===== src/rtl/rpt_dma_pkg.sv =====
package rpt_dma_pkg;

   localparam logic [2:0] OFF_SRC  = 3'd0;
   localparam logic [2:0] OFF_DST  = 3'd1;
   localparam logic [2:0] OFF_TOT  = 3'd2;
   localparam logic [2:0] OFF_RSZ  = 3'd3;
   localparam logic [2:0] OFF_CTRL = 3'd4;

   typedef enum logic [1:0] {
      AREA_NONE = 2'd0,
      AREA_DST  = 2'd1,
      AREA_SRC  = 2'd2,
      AREA_NIL  = 2'd3
   } area_e;

   typedef struct packed {
      logic       sie;
      logic       rie;
      logic       dinc;
      logic       sinc;
      logic [1:0] size;
      area_e      area;
      logic       en;
   } ctrl_t;

   localparam int CTRL_W = $bits(ctrl_t);

   function automatic logic [2:0] unit_bytes(input logic [1:0] sz);
      case (sz)
         2'd0:    unit_bytes = 3'd1;
         2'd1:    unit_bytes = 3'd2;
         default: unit_bytes = 3'd4;
      endcase
   endfunction

endpackage


===== src/rtl/rpt_dma_addr.sv =====
module rpt_dma_addr #(
   parameter int ADDR_W = 32
) (
   input  logic              clk,
   input  logic              rst_n,
   input  logic              load,
   input  logic              adv,
   input  logic              wrap,
   input  logic              rep,
   input  logic              inc,
   input  logic [2:0]        stp,
   input  logic [ADDR_W-1:0] start,
   output logic [ADDR_W-1:0] cur
);

   localparam logic [ADDR_W-1:0] ZERO = '0;

   always_ff @(posedge clk or negedge rst_n) begin
      if (!rst_n)
         cur <= ZERO;
      else if (load)
         cur <= start;
      else if (adv) begin
         if (wrap && rep)
            cur <= start;
         else if (inc)
            cur <= cur + ADDR_W'(stp);
      end
   end

   AST_WRAP_TO_START: assert property (@(posedge clk) disable iff (!rst_n)
      (adv && wrap && rep && !load) |=> (cur == $past(start)));

   AST_FIXED_SIDE: assert property (@(posedge clk) disable iff (!rst_n)
      (adv && !inc && !(wrap && rep) && !load) |=> $stable(cur));

endmodule


===== src/rtl/rpt_dma_cnt.sv =====
module rpt_dma_cnt #(
   parameter int TCNT_W = 32,
   parameter int RCNT_W = 16
) (
   input  logic              clk,
   input  logic              rst_n,
   input  logic              load,
   input  logic              adv,
   input  logic [RCNT_W-1:0] rsize,
   input  logic [TCNT_W-1:0] total,
   output logic              blk_last,
   output logic              tot_last,
   output logic              free_run
);

   localparam int            BC_W = RCNT_W + 1;
   localparam logic [BC_W-1:0] BC_MAX = BC_W'(1) << RCNT_W;

   logic [BC_W-1:0]   bcnt;
   logic [TCNT_W-1:0] tcnt;
   logic [BC_W-1:0]   reload;

   assign reload   = (rsize == '0) ? BC_MAX : {1'b0, rsize};
   assign blk_last = (bcnt == BC_W'(1));
   assign tot_last = !free_run && (tcnt == TCNT_W'(1));

   always_ff @(posedge clk or negedge rst_n) begin
      if (!rst_n) begin
         bcnt     <= BC_W'(1);
         tcnt     <= '0;
         free_run <= 1'b1;
      end else if (load) begin
         bcnt     <= reload;
         tcnt     <= total;
         free_run <= (total == '0);
      end else if (adv) begin
         bcnt <= blk_last ? reload : bcnt - BC_W'(1);
         if (!free_run)
            tcnt <= tcnt - TCNT_W'(1);
      end
   end

   AST_BLOCK_RANGE: assert property (@(posedge clk) disable iff (!rst_n)
      (bcnt != '0) && (bcnt <= BC_MAX));

   AST_BLOCK_RELOAD: assert property (@(posedge clk) disable iff (!rst_n)
      (adv && blk_last && !load) |=> (bcnt == $past(reload)));

endmodule


===== src/rtl/rpt_dma_seq.sv =====
module rpt_dma_seq
   import rpt_dma_pkg::*;
#(
   parameter int ADDR_W = 32,
   parameter int TCNT_W = 32,
   parameter int RCNT_W = 16
) (
   input  logic              clk,
   input  logic              rst_n,
   input  logic              cfg_we,
   input  logic [2:0]        cfg_addr,
   input  logic [31:0]       cfg_wdata,
   input  logic              req,
   output logic              ack,
   output logic [ADDR_W-1:0] src_addr,
   output logic [ADDR_W-1:0] dst_addr,
   output logic              blk_end,
   output logic              xfer_end,
   output logic              chan_en,
   output logic              end_flag,
   output logic              irq
);

   localparam int NSIDE = 2;

   if (ADDR_W < 3 || ADDR_W > 32) begin : g_bad_addr
      $error("rpt_dma_seq: ADDR_W out of range");
   end
   if (TCNT_W < 2 || TCNT_W > 32) begin : g_bad_tcnt
      $error("rpt_dma_seq: TCNT_W out of range");
   end
   if (RCNT_W < 1 || RCNT_W > 31) begin : g_bad_rcnt
      $error("rpt_dma_seq: RCNT_W out of range");
   end

   ctrl_t             ctl;
   logic [ADDR_W-1:0] start_q [NSIDE];
   logic [ADDR_W-1:0] cur     [NSIDE];
   logic [NSIDE-1:0]  side_rep, side_inc;
   logic [TCNT_W-1:0] total_q;
   logic [RCNT_W-1:0] rsize_q;
   logic              stop_pend;
   logic              ctl_wr, load, go, halt;
   logic              blk_last, tot_last, free_run;
   logic [2:0]        stp;

   assign ctl_wr = cfg_we && (cfg_addr == OFF_CTRL);
   assign load   = ctl_wr && cfg_wdata[0];
   assign go     = ctl.en && req && !stop_pend && !ctl_wr;
   assign halt   = ctl.en && req &&  stop_pend && !ctl_wr;
   assign stp    = unit_bytes(ctl.size);

   assign side_rep[0] = (ctl.area == AREA_SRC);
   assign side_rep[1] = (ctl.area == AREA_DST);
   assign side_inc[0] = ctl.sinc;
   assign side_inc[1] = ctl.dinc;

   always_ff @(posedge clk or negedge rst_n) begin
      if (!rst_n) begin
         start_q[0] <= '0;
         start_q[1] <= '0;
         total_q    <= '0;
         rsize_q    <= '0;
      end else if (cfg_we) begin
         case (cfg_addr)
            OFF_SRC: start_q[0] <= cfg_wdata[ADDR_W-1:0];
            OFF_DST: start_q[1] <= cfg_wdata[ADDR_W-1:0];
            OFF_TOT: total_q    <= cfg_wdata[TCNT_W-1:0];
            OFF_RSZ: rsize_q    <= cfg_wdata[RCNT_W-1:0];
            default: ;
         endcase
      end
   end

   for (genvar s = 0; s < NSIDE; s++) begin : g_side
      rpt_dma_addr #(.ADDR_W(ADDR_W)) u_addr (
         .clk   (clk),
         .rst_n (rst_n),
         .load  (load),
         .adv   (go),
         .wrap  (blk_last),
         .rep   (side_rep[s]),
         .inc   (side_inc[s]),
         .stp   (stp),
         .start (start_q[s]),
         .cur   (cur[s])
      );
   end

   rpt_dma_cnt #(.TCNT_W(TCNT_W), .RCNT_W(RCNT_W)) u_cnt (
      .clk      (clk),
      .rst_n    (rst_n),
      .load     (load),
      .adv      (go),
      .rsize    (rsize_q),
      .total    (total_q),
      .blk_last (blk_last),
      .tot_last (tot_last),
      .free_run (free_run)
   );

   always_ff @(posedge clk or negedge rst_n) begin
      if (!rst_n) begin
         ctl       <= '0;
         end_flag  <= 1'b0;
         stop_pend <= 1'b0;
         ack       <= 1'b0;
         blk_end   <= 1'b0;
         xfer_end  <= 1'b0;
         src_addr  <= '0;
         dst_addr  <= '0;
      end else begin
         ack      <= go;
         blk_end  <= go && blk_last;
         xfer_end <= go && tot_last;
         if (go) begin
            src_addr <= cur[0];
            dst_addr <= cur[1];
         end
         if (ctl_wr) begin
            ctl       <= ctrl_t'(cfg_wdata[CTRL_W-1:0]);
            end_flag  <= 1'b0;
            stop_pend <= 1'b0;
         end else begin
            if ((go && tot_last) || halt)
               ctl.en <= 1'b0;
            if (halt)
               end_flag <= 1'b1;
            if (go && blk_last && ctl.rie)
               stop_pend <= 1'b1;
         end
      end
   end

   assign chan_en = ctl.en;
   assign irq     = end_flag && ctl.sie;

   AST_ACK_FROM_REQ: assert property (@(posedge clk) disable iff (!rst_n)
      ack |-> $past(req));

   AST_IDLE_NO_ACK: assert property (@(posedge clk) disable iff (!rst_n)
      ack |-> $past(chan_en));

   AST_END_DISABLES: assert property (@(posedge clk) disable iff (!rst_n)
      xfer_end |-> (ack && !chan_en));

   AST_STOP_NO_MOVE: assert property (@(posedge clk) disable iff (!rst_n)
      $rose(end_flag) |-> (!chan_en && !ack));

   AST_IRQ_NEEDS_FLAG: assert property (@(posedge clk) disable iff (!rst_n)
      irq |-> end_flag);

endmodule


===== config.mk =====
export PLATFORM = sky130hd
export DESIGN_NAME = rpt_dma_seq
export DESIGN_NICKNAME = d
export VERILOG_FILES = /design/src/rtl/rpt_dma_pkg.sv /design/src/rtl/rpt_dma_addr.sv /design/src/rtl/rpt_dma_cnt.sv /design/src/rtl/rpt_dma_seq.sv
export SDC_FILE = /design/constraint.sdc
export NUM_CORES = 1
export LEC_CHECK = 0
export BUFFER_PORTS_ARGS = -buffer_cell sky130_fd_sc_hd__buf_2
export CAP_MARGIN = 20
export CORE_MARGIN = 2
export CORE_UTILIZATION = 35
export CTS_CLUSTER_DIAMETER = 60
export DETAILED_ROUTE_END_ITERATION = 12
export RECOVER_POWER = 25
export SLEW_MARGIN = 20
export SYNTH_ARGS = -nofsm -noshare
export SYNTH_HDL_FRONTEND = slang
export SYNTH_SLANG_ARGS = --single-unit

===== constraint.sdc =====
create_clock -name clk -period 4 [get_ports clk]
set_clock_uncertainty 0.05 [all_clocks]
set_input_delay 0.2 -clock clk [delete_from_list [all_inputs] [get_ports clk]]
set_output_delay 0.2 -clock clk [all_outputs]
set_load 0.02 [all_outputs]

==> flow_summary.json <==
{
  "path_max_fanout": 15,
  "violations": "max-capacitance violations, max-slew violations",
  "mappedNetlistArea_um2": 14600,
  "grt_util_all_layers_pct": 20.2,
  "clk_path_buf_depth": 3,
  "drtAntennaViolNets": 0,
  "drive_gt1_share_pct": 20.8,
  "htreeDepth": 2,
  "wl_met1_um": 19900,
  "die_height_um": 209,
  "row_count": 74,
  "hp-start": "cfg_wdata[11]",
  "worst-slew-pin-transition_ns": 3.01,
  "num_antenna_cells": 0,
  "drt-wirelength-per-cell_um": 20.5,
  "synth-edff-count": 0,
  "initial_core_util_pct": 35.7,
  "arrival_ns": 3.41,
  "ys.flop_type": "dfrtp_1",
  "ir_drop_mv": 0.335,
  "synth.area.top_cells": "dfrtp_1, mux2_2, nand2_1, o21ai_0, a21oi_1",
  "cts_tree": "done",
  "crit_path_start_kind": "flop",
  "cts_sinks": 304,
  "syn_area_per_cell_um2": 10.1,
  "fin_crit_ns": 3.04,
  "grt_max_degree": 114,
  "grt_pass1_vias": 11797,
  "die_area_um2": 43500,
  "antenna_found_initial": 0,
  "cp.required_ns": 4.36,
  "clock_latency_ns": 0.54,
  "synth_cell_types": 72,
  "seq_area_frac_synth_pct": 52.0,
  "tns_ns": 0,
  "fmax_mhz": 329,
  "route.detailed.drc": 0,
  "dp.cells": 2034,
  "period_share_pct": 76.0,
  "yosysTopAreaCellShare_pct": 51.6,
  "drt_iter0_markers": 1029,
  "drv_cap": 4,
  "power.leakage_uw": 0.00763,
  "port_buffers": 108,
  "rsz0062_at_grt": "false",
  "reg2reg_from": "ctl[4]",
  "path_clk_slew_ns": 0.06,
  "wl_um": 43600,
  "gp_congestion": 0.879,
  "routed.top_layer": "met4",
  "synth_warnings": 0,
  "fin_nets": 1618,
  "num_vias": 12048,
  "gr-total-overflow": 0,
  "grt_pass1_wl_um": 69500,
  "hpwl_um": 29800,
  "die_x_um": 209,
  "hold_path_class": "primary input to flop",
  "ctsHoldBuffers": 30,
  "final_util_pct": 42.3,
  "synth.net_count": 1501,
  "hold_viol": 0,
  "relSlewSlack_pct": -101,
  "startpoint": "ctl[4]",
  "end_kind": "flop",
  "cts-buffers-inserted": 37,
  "worstSetupPathType": "flop to flop",
  "drtPass1Iterations": 5,
  "cts-resized-gates": 0,
  "power_uw": 10500,
  "synth-seq-cells": 304,
  "post-cts-setup-buffers": 0,
  "power_density_nw_per_um2": 603,
  "met2_length_um": 20200,
  "area_delta_synth_final_pct": 18.6,
  "slew_violations": 213,
  "route.met3.wl_um": 2390,
  "synth_top_area_cell": "dfrtp_1",
  "n_fill_cell": 3978,
  "core_area_um2": 41000,
  "synth_cells": 1454,
  "viasPerCell": 5.66,
  "cts-root-buf": "clkbuf_16",
  "setup_viol": 0,
  "run_status": "finished, violations left",
  "synthArstFlopShare_pct": 100,
  "io_pins": 109,
  "fin_cells": 2130
}
-- cell type report --
| class | count | area [um2] | share of cell area [%] |
|---|---|---|---|
| clock buffer | 54 | 1090 | 6.29 |
| tap | 532 | 666 | 3.83 |
| clock inverter | 12 | 171 | 0.988 |
| timing repair buffer | 172 | 1100 | 6.36 |
| inverter | 27 | 101 | 0.584 |
| multi-input combinational | 1029 | 6620 | 38.1 |
| sequential | 304 | 7610 | 43.8 |
-- power breakdown --
group | leakage [uW] | internal [uW] | switching, uW | total, uW
logic | 0.00324 | 960 | 1440 | 2400
clock network | 0.000624 | 2100 | 1350 | 3450
registers | 0.00376 | 3850 | 766 | 4620
total | 0.00763 | 6920 | 3550 | 10500
-- layout by cell type, fill, tap and decap left out, types with 11 or more instances in the layout --
| cell | synthesis | final |
|---|---|---|
| mux2_2 | 120 | 120 |
| dlygate4sd3_1 | 0 | 30 |
| nor4_1 | 34 | 33 |
| o21ai_0 | 73 | 73 |
| mux2i_1 | 19 | 19 |
| o2bb2a_1 | 12 | 12 |
| dfrtp_1 | 302 | 302 |
| o211ai_1 | 11 | 11 |
| nor2_1 | 47 | 46 |
| and3_1 | 15 | 15 |
| o22ai_1 | 21 | 21 |
| xor2_1 | 14 | 14 |
| clkbuf_16 | 0 | 38 |
| nand4_1 | 52 | 52 |
| buf_4 | 0 | 28 |
| a2bb2oi_1 | 13 | 13 |
| buf_2 | 16 | 105 |
| nand2_1 | 265 | 264 |
| xnor2_1 | 14 | 14 |
| o22a_1 | 13 | 13 |
| a21oi_1 | 69 | 68 |
| inv_1 | 26 | 26 |
| nor3_1 | 26 | 26 |
| clkbuf_1 | 68 | 14 |
| nand3_1 | 53 | 53 |
| o2bb2ai_1 | 12 | 12 |
| a22oi_1 | 13 | 13 |
-- Yosys cell counts (all sizes together) (9+ instances only) --
| cell | number |
|---|---|
| a21oi | 70 |
| a22oi | 13 |
| a2bb2oi | 13 |
| a31oi | 9 |
| and3 | 15 |
| buf | 26 |
| clkbuf | 68 |
| dfrtp | 302 |
| inv | 26 |
| mux2 | 120 |
| mux2i | 19 |
| nand2 | 265 |
| nand3 | 53 |
| nand4 | 53 |
| nor2 | 47 |
| nor3 | 27 |
| nor4 | 36 |
| o211ai | 12 |
| o21ai | 80 |
| o22a | 13 |
| o22ai | 21 |
| o2bb2a | 12 |
| o2bb2ai | 12 |
| or4 | 9 |
| xnor2 | 14 |
| xor2 | 14 |
-- through the flow --
stage          setup slack [ns]  cell area (um2)  hold slack (ns)
2_1_floorplan              1.32            14600           -0.146
3_3_place_gp               1.10            15800            0.313
3_5_place_dp               1.06            15800            0.303
4_1_cts                    1.02            17400           0.0101
5_1_grt                   0.411            17400          0.00224
6_report                  0.959            17400           0.0324
-- per-layer routing --
layer	vias up	GRT usage, %
met4	0	6.16
met5	-	0
li1	5537	-
met1	6074	28.7
met2	364	31.9
met3	73	2.93
-- registers in the layout, indices dropped and copies added (netlist names) --
signal	cells
g_side.u_addr.cur	64
start_q	64
dst_addr	32
src_addr	32
total_q	32
u_cnt.tcnt	32
u_cnt.bcnt	17
rsize_q	16
ctl	8
ack	1
blk_end	1
chan_en	1
end_flag	1
stop_pend	1
u_cnt.free_run	1
xfer_end	1
-- critical path, cell delays in order, from the launching register on --
cell and delay, ns:
dfrtp_1 0.54, nor2_1 0.24, ha_1 0.24, ha_1 0.23, a211oi_1 0.11, nor4_2 0.76, o2111ai_1 0.28, o22ai_1 0.21
o2bb2a_1 0.24
-- path summary, 6_finish.rpt --
path	to	depth (start not counted)	slack, ns
setup / recovery	g_side[1].u_addr.cur[28]	8	0.96
hold / removal	total_q[11]	2	0.03
setup reg to reg	g_side[1].u_addr.cur[28]	8	0.96
hold reg to reg	dst_addr[21]	2	0.42
max in group asynchronous	g_side[0].u_addr.cur[31]	2	1.04
min in group asynchronous	dst_addr[30]	2	1.12
-- kinds of logic after synthesis --
group | synth area share, %
muxes | 10.5
xor gates and xnor gates | 1.67
and+or+nand+nor | 18.8
adders and majority gates | 0.684
AOI/OAI and AO/OA | 13.1
DFF | 52.0
buffers and inverters | 3.24
(Power assumes the default switching activity.)
